<file path="config.mk">
export PLATFORM = sky130hd
export DESIGN_NAME = vend_ctrl
export DESIGN_NICKNAME = d
export VERILOG_FILES = /design/src/rtl/vend_pkg.sv /design/src/rtl/coin_classify.sv /design/src/rtl/credit_step.sv /design/src/rtl/credit_reg.sv /design/src/rtl/vend_ctrl.sv
export SDC_FILE = /design/constraint.sdc
export NUM_CORES = 1
export LEC_CHECK = 0
export ABC_AREA = 1
export ABC_CLOCK_PERIOD_IN_PS = 1490
export BUFFER_PORTS_ARGS = -buffer_cell sky130_fd_sc_hd__buf_2
export CORE_AREA = 3 3 40 42
export CTS_CLUSTER_DIAMETER = 40
export DETAILED_ROUTE_END_ITERATION = 16
export DIE_AREA = 0 0 43 45
export SLEW_MARGIN = 20
export SYNTH_ARGS = -nofsm -noshare
export SYNTH_HDL_FRONTEND = slang
export SYNTH_SLANG_ARGS = --single-unit
</file>
<file path="constraint.sdc">
create_clock -name clk_i -period 1.49 [get_ports clk_i]
set_clock_uncertainty 0.2 [all_clocks]
set_input_delay 0.149 -clock clk_i [delete_from_list [all_inputs] [get_ports clk_i]]
set_output_delay 0.149 -clock clk_i [all_outputs]
set_load 0.02 [all_outputs]
</file>
<file path="src/rtl/vend_pkg.sv">
package vend_pkg;
  localparam int unsigned CREDIT_W = 2;

  typedef enum logic [CREDIT_W-1:0] {
    CR_ZERO   = 2'b00,
    CR_TEN    = 2'b01,
    CR_TWENTY = 2'b10,
    CR_FULL   = 2'b11
  } credit_e;

  typedef enum logic [1:0] {
    EV_NONE   = 2'b00,
    EV_TEN    = 2'b01,
    EV_TWENTY = 2'b10,
    EV_BAD    = 2'b11
  } coin_ev_e;
endpackage

</file>
<file path="src/rtl/coin_classify.sv">
module coin_classify
  import vend_pkg::*;
(
  input  logic     coin10_i,
  input  logic     coin20_i,
  output coin_ev_e ev_o
);
  always_comb begin
    unique case ({coin20_i, coin10_i})
      2'b01:   ev_o = EV_TEN;
      2'b10:   ev_o = EV_TWENTY;
      2'b11:   ev_o = EV_BAD;
      default: ev_o = EV_NONE;
    endcase
  end
endmodule

</file>
<file path="src/rtl/credit_step.sv">
module credit_step
  import vend_pkg::*;
(
  input  credit_e  cur_i,
  input  coin_ev_e ev_i,
  output credit_e  nxt_o
);
  credit_e base;

  // the vend state is left after one cycle; its coin counts from zero
  assign base = (cur_i == CR_FULL) ? CR_ZERO : cur_i;

  always_comb begin
    nxt_o = base;
    unique case (ev_i)
      EV_TEN: begin
        unique case (base)
          CR_ZERO:   nxt_o = CR_TEN;
          CR_TEN:    nxt_o = CR_TWENTY;
          default:   nxt_o = CR_FULL;
        endcase
      end
      EV_TWENTY: begin
        // saturates: surplus above the price is forfeited
        nxt_o = (base == CR_ZERO) ? CR_TWENTY : CR_FULL;
      end
      default: nxt_o = base;
    endcase
  end
endmodule

</file>
<file path="src/rtl/credit_reg.sv">
module credit_reg
  import vend_pkg::*;
(
  input  logic    clk_i,
  input  logic    rst_ni,
  input  credit_e d_i,
  output credit_e q_o
);
  always_ff @(posedge clk_i or negedge rst_ni) begin
    if (!rst_ni) q_o <= CR_ZERO;
    else         q_o <= d_i;
  end
endmodule

</file>
<file path="src/rtl/vend_ctrl.sv">
module vend_ctrl
  import vend_pkg::*;
(
  input  logic clk_i,
  input  logic rst_ni,
  input  logic coin10_i,
  input  logic coin20_i,
  output logic vend_o
);
  coin_ev_e ev;
  credit_e  state_d;
  credit_e  state_q;

  coin_classify u_classify (
    .coin10_i (coin10_i),
    .coin20_i (coin20_i),
    .ev_o     (ev)
  );

  credit_step u_step (
    .cur_i (state_q),
    .ev_i  (ev),
    .nxt_o (state_d)
  );

  credit_reg u_reg (
    .clk_i  (clk_i),
    .rst_ni (rst_ni),
    .d_i    (state_d),
    .q_o    (state_q)
  );

  assign vend_o = (state_q == CR_FULL);
endmodule

</file>
==> results of run 1 <==
[metrics by stage]
step,utilization,worst slack (ps),cell area [µm²],instances
CTS,0.1938,168.8,249.0,47
global placement,0.1685,273.5,216.5,43
detailed placement,0.1685,255.1,216.5,43
global route,0.1938,133.5,249.0,47
finish,0.1938,184.3,249.0,47
floorplan,-,318.7,177.7,24
[cell families after synthesis]
kind of cell,synth area share
buffers and inverters,0.1479
AOI/OAI and AO/OA,0.02814
DFF,0.2817
adders and majority gates,0.3521
and+or+nand+nor,0.1902
[timing repair]
item | 4_1_cts | 5_1_grt
endpoints found under the hold margin | 2 | 0
hold buffers | 1 | 0
endpoints found under the setup margin | 0 | 0
[final cells by class]
type / instances / area [µm²]
Inverter: 7 / 26.28
Timing Repair Buffer: 5 / 30.03
Fill cell: 146 / 1036
Clock buffer: 3 / 22.52
Multi-Input combinational cell: 15 / 101.3
Sequential cell: 2 / 50.05
Tap cell: 15 / 18.77
[synth_stat cells, drive strengths merged]
| cell type | count | area [µm²] |
|---|---|---|
| inv | 7 | 26.28 |
| nand2 | 7 | 26.28 |
| ha | 5 | 62.56 |
| dfrtp | 2 | 50.05 |
| nor2 | 2 | 7.510 |
| a21oi | 1 | 5.000 |
[worst max-delay path, stage by stage (launching register included)]
cell	delay, ps
dfrtp_1	390
ha_1	200
buf_2	150
[path summary, 6_finish.rpt]
kind                       slack [ps]  cells after the start      endpoint         start
max                               180                      2        vend_o  u_reg.q_o[0]
min                                30                      2  u_reg.q_o[1]        rst_ni
max reg2reg                       250                      7  u_reg.q_o[0]  u_reg.q_o[0]
min reg2reg                       480                      4  u_reg.q_o[1]  u_reg.q_o[1]
max in group asynchronous         960                      2  u_reg.q_o[0]        rst_ni
min in group clk_i                120                      4  u_reg.q_o[0]      coin20_i
[power by group]
| group | leakage [nW] | internal, mW | switching, mW |
|---|---|---|---|
| combinational | 0.115 | 0.0289 | 0.0394 |
| sequential | 0.0250 | 0.0656 | 0.00860 |
| clock | 0.0138 | 0.0889 | 0.0306 |
| total | 0.154 | 0.183 | 0.0787 |
[layer usage]
metal | share of wire | GRT usage | up-vias | wire length, µm
met5 | 0 | 0 | - | 0
met4 | 0 | 0.07229 | 0 | 0
met3 | 0.059 | 0.02390 | 0 | 18
met2 | 0.51 | 0.06287 | 5 | 157
met1 | 0.42 | 0.03118 | 63 | 129
li1 | - | - | 85 | -
==> flow_metrics.py, run 1 <==
metrics = {
    "yosys": {
        "synth_nets": 33,
        "ys_ff_latch": 2,
        "yosysWarnings": 0,
        "syn_area_um2": 177.7,
        "yosysUniqueCellTypes": 6,
        "avgSynthCellArea_um2": 7.403,
        "ys_seq_area_frac": 0.2817,
        "netlist_instances": 24,
    },
    "placed_design": {
        "port-buffer-count": 4,
        "hpwl_um": 237.9,
        "place_congestion": 0.7283,
    },
    "floorplan": {
        "die_h_um": 45,
        "start_util": 0.1383,
        "rows": 13,
        "dieArea_um2": 1935,
        "io_pins": 5,
        "die_x_um": 43,
        "coreArea_um2": 1285,
    },
    "sta": {
        "timing.setup.tns_ps": 0,
        "fin_crit_ps": 1306,
        "relSlewSlack": 0.9207,
        "hold_viol_final": 0,
        "maxSlewViolCount": 0,
        "tightestPinTransition_ps": 118.9,
        "timing.hold.ws_ps": 34.24,
        "rsz0062_at_grt": "false",
        "fin_crit_sh": 0.8763,
        "max_freq_mhz": 765.8,
        "setup_violations": 0,
    },
    "clocking": {
        "clock_latency_ps": 220,
        "htree_levels": 1,
        "clkTransAtPathRegs_ps": 30,
        "numCtsBuffers": 3,
        "cts_resized": 0,
        "clock-sinks": 2,
        "cts_tree": "built",
        "clockBufferDepth": 2,
        "root_buffer": "clkbuf_4",
        "post-cts-setup-buffers": 0,
    },
    "pwr": {
        "peakVddDrop_uv": 199.1,
        "p_per_area_nw_per_um2": 1053,
        "p_leak_nw": 0.1537,
        "p_total_mw": 0.2621,
    },
    "detailed_routing": {
        "ant_nets": 0,
        "post_drt_wl_per_cell_um": 6.511,
        "drt_pass1_iterations": 4,
        "drc": 0,
        "vias": 153,
        "via_per_inst": 3.255,
        "first_iter_violations": 6,
        "postRouteWirelength_um": 306,
    },
    "grt": {
        "grt_pass1_wl_um": 531,
        "grt_pass1_vias": 170,
        "antenna_found_initial": 0,
        "grt-ovfl-total": 0,
        "grt_max_degree": 4,
        "grtUsageTotal": 0.04323,
    },
    "cells_and_area": {
        "top_register": "u_reg.q_o",
        "areaGrowthSynthToFinish_pct": 40.14,
        "final_cell_mix": "inv_1, nand2_1, ha_1",
        "reg.largest.list": "u_reg.q_o: 2 flops",
        "largest_reg_flops": 2,
        "num_antenna_cells": 0,
        "drive_gt1_frac": 0.2188,
        "layout.nets": 43,
    },
    "setup_path": {
        "critPathRequiredTime_ps": 1140,
        "cp.arrival_ps": 960,
        "path_class": "reg2out",
        "cp_max_fo": 3,
        "critPathLaunchType": "register",
        "cp-end-kind": "primary output",
    },
    "outcome": {
        "outcome": "completed",
    },
    "worst_hold_path": {
        "min_path_type": "in2async",
    },
    "job": {
        "maxCapViolCount": 0,
    },
}
Power figures use the tool's default switching activity.
==> run 2: changes to the inputs <==
--- a/config.mk
+++ b/config.mk
@@ -8,10 +8,11 @@
 export ABC_AREA = 1
 export ABC_CLOCK_PERIOD_IN_PS = 1490
 export BUFFER_PORTS_ARGS = -buffer_cell sky130_fd_sc_hd__buf_2
-export CORE_AREA = 3 3 40 42
+export CORE_AREA = 4 4 41 43
 export CTS_CLUSTER_DIAMETER = 40
 export DETAILED_ROUTE_END_ITERATION = 16
-export DIE_AREA = 0 0 43 45
+export DIE_AREA = 0 0 45 47
+export GPL_TIMING_DRIVEN = 0
 export SLEW_MARGIN = 20
 export SYNTH_ARGS = -nofsm -noshare
 export SYNTH_HDL_FRONTEND = slang
==> flow_metrics.py, run 2 (synthesis gave the netlist of run 1 again) <==
metrics = {
    "cells_and_area": {
        "layout.nets": 43,
        "drive_gt1_frac": 0.2188,
        "num_antenna_cells": 0,
        "largest_reg_flops": 2,
        "final_cell_mix": "inv_1, nand2_1, ha_1",
        "reg.largest.list": "u_reg.q_o: 2 flops",
        "multi_input_area_um2": 101.3,
        "nFillCells": 156,
        "top_register": "u_reg.q_o",
        "seq_area_um2": 50.05,
        "areaGrowthSynthToFinish_pct": 40.14,
    },
    "grt": {
        "antenna_found_initial": 0,
        "grt-ovfl-total": 0,
        "grt_pass1_wl_um": 517,
        "grt_max_degree": 4,
        "grtUsageTotal": 0.03315,
        "grt_pass1_vias": 164,
    },
    "floorplan": {
        "start_util": 0.1365,
        "dieArea_um2": 2115,
        "rows": 13,
        "io_pins": 5,
        "die_x_um": 45,
        "die_h_um": 47,
        "coreArea_um2": 1301,
    },
    "detailed_routing": {
        "ant_nets": 0,
        "post_drt_wl_per_cell_um": 6.532,
        "via_per_inst": 3.170,
        "vias": 149,
        "drt_pass1_iterations": 3,
        "drc": 0,
        "postRouteWirelength_um": 307,
        "first_iter_violations": 5,
    },
    "pwr": {
        "peakVddDrop_uv": 226.8,
        "p_per_area_nw_per_um2": 1052,
        "p_total_mw": 0.2620,
        "p_leak_nw": 0.1537,
    },
    "clocking": {
        "clock-sinks": 2,
        "clkTransAtPathRegs_ps": 30,
        "cts_tree": "built",
        "numCtsBuffers": 3,
        "clock_latency_ps": 220,
        "clockBufferDepth": 2,
        "htree_levels": 1,
        "root_buffer": "clkbuf_4",
    },
    "sta": {
        "timing.hold.ws_ps": 38.48,
        "maxSlewViolCount": 0,
        "hold_viol_final": 0,
        "rsz0062_at_grt": "false",
        "fin_crit_sh": 0.8749,
        "relSlewSlack": 0.9239,
        "timing.setup.tns_ps": 0,
        "setup_violations": 0,
        "tightestPinTransition_ps": 114.2,
        "max_freq_mhz": 767.1,
        "fin_crit_ps": 1304,
    },
    "placed_design": {
        "hpwl_um": 243.3,
        "port-buffer-count": 4,
        "place_congestion": 0.6859,
    },
    "setup_path": {
        "cp.arrival_ps": 950,
        "critPathLaunchType": "register",
        "critPathRequiredTime_ps": 1140,
        "cp_max_fo": 3,
        "path_class": "reg2out",
        "cp-end-kind": "primary output",
    },
    "worst_hold_path": {
        "min_path_type": "in2async",
    },
    "job": {
        "maxCapViolCount": 0,
    },
    "outcome": {
        "outcome": "completed",
    },
}
==> run 2: cell counts in the layout (fill, tap and decap cells not counted) <==
Identical to the previous run, type by type.
==> run 2: power breakdown <==
group	internal [mW]	switching, mW	total, mW
clock	0.0889	0.0303	0.119
combinational	0.0286	0.0394	0.0680
sequential	0.0656	0.00915	0.0748
==> run 2: cell type report <==
| class | count | share of cell area |
|---|---|---|
| flip-flops and latches | 2 | 0.2010 |
| clock buffers | 3 | 0.09045 |
| inverters | 7 | 0.1055 |
| well taps | 15 | 0.07538 |
| repair buffers | 5 | 0.1206 |
| multi-input cells | 15 | 0.4070 |
==> run 2: metrics by stage <==
step                      setup WS (ps)  area, µm²  utilization  std cells
after CTS                         173.9      249.0       0.1913         47
after floorplan                   318.7      177.7            -         24
after detailed placement          235.8      216.5       0.1663         43
after global routing              138.7      249.0       0.1913         47
final                             186.4      249.0       0.1913         47
after global placement            273.2      216.5       0.1663         43
==> run 2: per-layer routing <==
layer / track usage / up-vias / part of all wire
li1: - / 84 / -
met1: 0.03855 / 62 / 0.47
met2: 0.05367 / 3 / 0.49
met3: 0 / 0 / 0.036
met4: 0.03509 / 0 / 0
met5: 0 / - / 0
==> run 2: what timing repair did <==
| action | CTS | global route |
|---|---|---|
| endpoints found under the hold margin | 2 | 0 |
| hold buffers | 1 | 0 |
| buffers inserted | 0 | 0 |
| gates resized for setup | 0 | 0 |
==> run 2: worst max-delay path, cell delays in order, from the launching register on <==
cell,delay [ps]
dfrtp_1,390
ha_1,190
buf_2,150
==> run 2: worst paths after layout <==
path / start / to / slack (ps) / cells past startpoint
worst min-delay path: rst_ni / u_reg.q_o[1] / 40 / 2
worst max-delay path: u_reg.q_o[0] / vend_o / 190 / 2
worst min register to register: u_reg.q_o[1] / u_reg.q_o[1] / 480 / 4
min in group clk_i: coin20_i / u_reg.q_o[0] / 120 / 4
worst max register to register: u_reg.q_o[0] / u_reg.q_o[0] / 240 / 7
max in group asynchronous: rst_ni / u_reg.q_o[0] / 950 / 2
==> run 3: changes to the inputs <==
--- a/config.mk
+++ b/config.mk
@@ -16,4 +16,5 @@
 export SLEW_MARGIN = 20
 export SYNTH_ARGS = -nofsm -noshare
 export SYNTH_HDL_FRONTEND = slang
+export SYNTH_HIERARCHICAL = 1
 export SYNTH_SLANG_ARGS = --single-unit
==> flow_metrics.py, run 3 <==
metrics = {
    "setup_path": {
        "cpMostUsedCell": "nand2_1",
        "critPathSlowestCell": "dfrtp_1",
        "critPathLaunchType": "register",
        "cp.depth": 7,
        "cp_slowest_stage_delay_ps": 360,
        "cpLargestDelayFamily": "flip-flops",
        "critPathRequiredTime_ps": 1400,
        "crit_chain": "inv_1, ha_1, inv_1, nand2_1, nand2_1, nand2_1, nand2_1",
        "cp_max_fo": 3,
        "cp-end-kind": "register",
        "reg2reg_depth": 7,
        "cp.arrival_ps": 1140,
        "path_buf_inv": 2,
        "path_class": "reg2reg",
    },
    "cells_and_area": {
        "final_area_um2": 241.5,
        "final_cell_mix": "nand2_1, inv_1, ha_1",
        "reg.largest.list": "u_reg/q_o: 2 flops",
        "top_register": "u_reg/q_o",
        "layoutNonFillerInstCount": 48,
        "num_antenna_cells": 0,
        "drive_gt1_frac": 0.1515,
        "nFillCells": 156,
        "largest_reg_flops": 2,
        "layout.nets": 43,
        "areaGrowthSynthToFinish_pct": 34.03,
    },
    "clocking": {
        "cts_tree": "built",
        "cts_hold_buf": 1,
        "numCtsBuffers": 3,
        "clock-sinks": 2,
        "cts_resized": 0,
        "post-cts-setup-buffers": 0,
        "root_buffer": "clkbuf_4",
        "clock_latency_ps": 220,
        "clkTransAtPathRegs_ps": 30,
        "htree_levels": 1,
        "clockBufferDepth": 2,
    },
    "yosys": {
        "synth_area_leaders": "dfrtp_1, ha_1, inv_1",
        "synth_edf_count": 0,
        "ys_seq_area_frac": 0.2778,
        "synth_nets": 35,
        "async_flop_share": 1.000,
        "avgSynthCellArea_um2": 6.673,
        "synthTopCellsByCount": "inv_1, nand2_1, ha_1",
        "yosysWarnings": 6,
        "yosys.area.top_type_share": 0.2778,
        "yosysUniqueCellTypes": 7,
        "netlist_instances": 27,
        "ys.flop_type": "dfrtp_1",
        "ys_ff_latch": 2,
        "synth_top_cell_by_area": "dfrtp_1",
        "syn_area_um2": 180.2,
    },
    "detailed_routing": {
        "wl_met2_um": 134,
        "dr_wl_met3_um": 22,
        "ant_nets": 0,
        "post_drt_wl_per_cell_um": 6.146,
        "postRouteWirelength_um": 295,
        "drt_pass1_iterations": 1,
        "wl_met1_um": 139,
        "first_iter_violations": 0,
        "topRoutingLayerUsed": "met3",
        "drc": 0,
        "via_per_inst": 3.188,
        "vias": 153,
    },
    "floorplan": {
        "start_util": 0.1385,
        "die_x_um": 45,
        "dieArea_um2": 2115,
        "coreArea_um2": 1301,
        "rows": 13,
        "die_h_um": 47,
        "io_pins": 5,
    },
    "job": {
        "maxCapViolCount": 0,
    },
    "sta": {
        "tightestPinTransition_ps": 110.1,
        "rsz0062_at_grt": "false",
        "fin_crit_ps": 1230,
        "hold_viol_final": 0,
        "max_freq_mhz": 813.2,
        "timing.hold.ws_ps": 42.94,
        "setup_violations": 0,
        "timing.setup.tns_ps": 0,
        "fin_crit_sh": 0.8253,
        "setup_ws_ps": 260.3,
        "relSlewSlack": 0.9266,
        "maxSlewViolCount": 0,
    },
    "pwr": {
        "p_per_area_nw_per_um2": 1076,
        "p_leak_nw": 0.1498,
        "peakVddDrop_uv": 186.3,
    },
    "grt": {
        "grt_max_degree": 4,
        "grtUsageTotal": 0.04107,
        "antenna_found_initial": 0,
        "grt_pass1_wl_um": 579,
        "grt_pass1_vias": 189,
        "grt-ovfl-total": 0,
    },
    "placed_design": {
        "dp_slack_ps": 247.6,
        "hpwl_um": 239.2,
        "port-buffer-count": 2,
        "place_congestion": 0.6804,
        "dp_cells": 44,
        "placed_cell_area_um2": 209.0,
    },
    "worst_hold_path": {
        "min_path_type": "in2async",
    },
    "outcome": {
        "outcome": "completed",
    },
}
## run 3: changes by cell type in the layout (fill, tap and decap cells not counted), sizes merged
| cell | delta |
|---|---|
| inv | +1 |
| clkbuf | +2 |
| buf | -2 |
| nand2 | +1 |
| ha | -1 |
## run 3: metrics by stage
step / power (mW) / utilization
4_1_cts: 0.2704 / 0.1856
3_5_place_dp: 0.1422 / 0.1606
5_1_grt: 0.2905 / 0.1856
2_1_floorplan: 0.1249 / -
3_3_place_gp: 0.1403 / 0.1606
6_report: 0.2599 / 0.1856
## run 3: metal layers
metal  vias up  global-route usage
met5         -                   0
met4         0             0.07018
met3         0                   0
met2         4             0.06215
met1        63             0.04091
li1         86                   -
## run 3: worst paths after layout
check | slack (ps) | end | start
max reg2reg | 260 | u_reg/q_o[0] | u_reg/q_o[0]
max in group asynchronous | 950 | u_reg/q_o[0] | rst_ni
min in group clk_i | 140 | u_reg/q_o[0] | coin20_i
min | 40 | u_reg/q_o[1] | rst_ni
max | 260 | u_reg/q_o[0] | u_reg/q_o[0]
min reg2reg | 470 | u_reg/q_o[1] | u_reg/q_o[1]
## run 3: worst register-to-register path, stage by stage (launching register included)
cell and delay [ps]:
dfrtp_1 360, inv_1 50, ha_1 270, inv_1 40, nand2_1 50, nand2_1 60, nand2_1 50, nand2_1 40
## run 3: cell families after synthesis
kind of cell | share of synthesized area
compound gates | 0.02775
fa+ha+maj | 0.2778
buf+inv | 0.2084
flops | 0.2778
simple gates | 0.2084
## run 3: where the power goes
part	internal, mW	switching (mW)
sequential	0.0656	0.00779
clock	0.0888	0.0295
combinational	0.0288	0.0393
total	0.183	0.0766
## run 3: final cells by class
class | count | area [µm²] | area share
Buffer | 2 | 7.507 | 0.03109
Clock buffer | 3 | 22.52 | 0.09326
Inverter | 8 | 30.03 | 0.1244
Multi-Input combinational cell | 15 | 92.59 | 0.3834
Sequential cell | 2 | 50.05 | 0.2073
Tap cell | 15 | 18.77 | 0.07772
Timing Repair Buffer | 3 | 20.02 | 0.08290
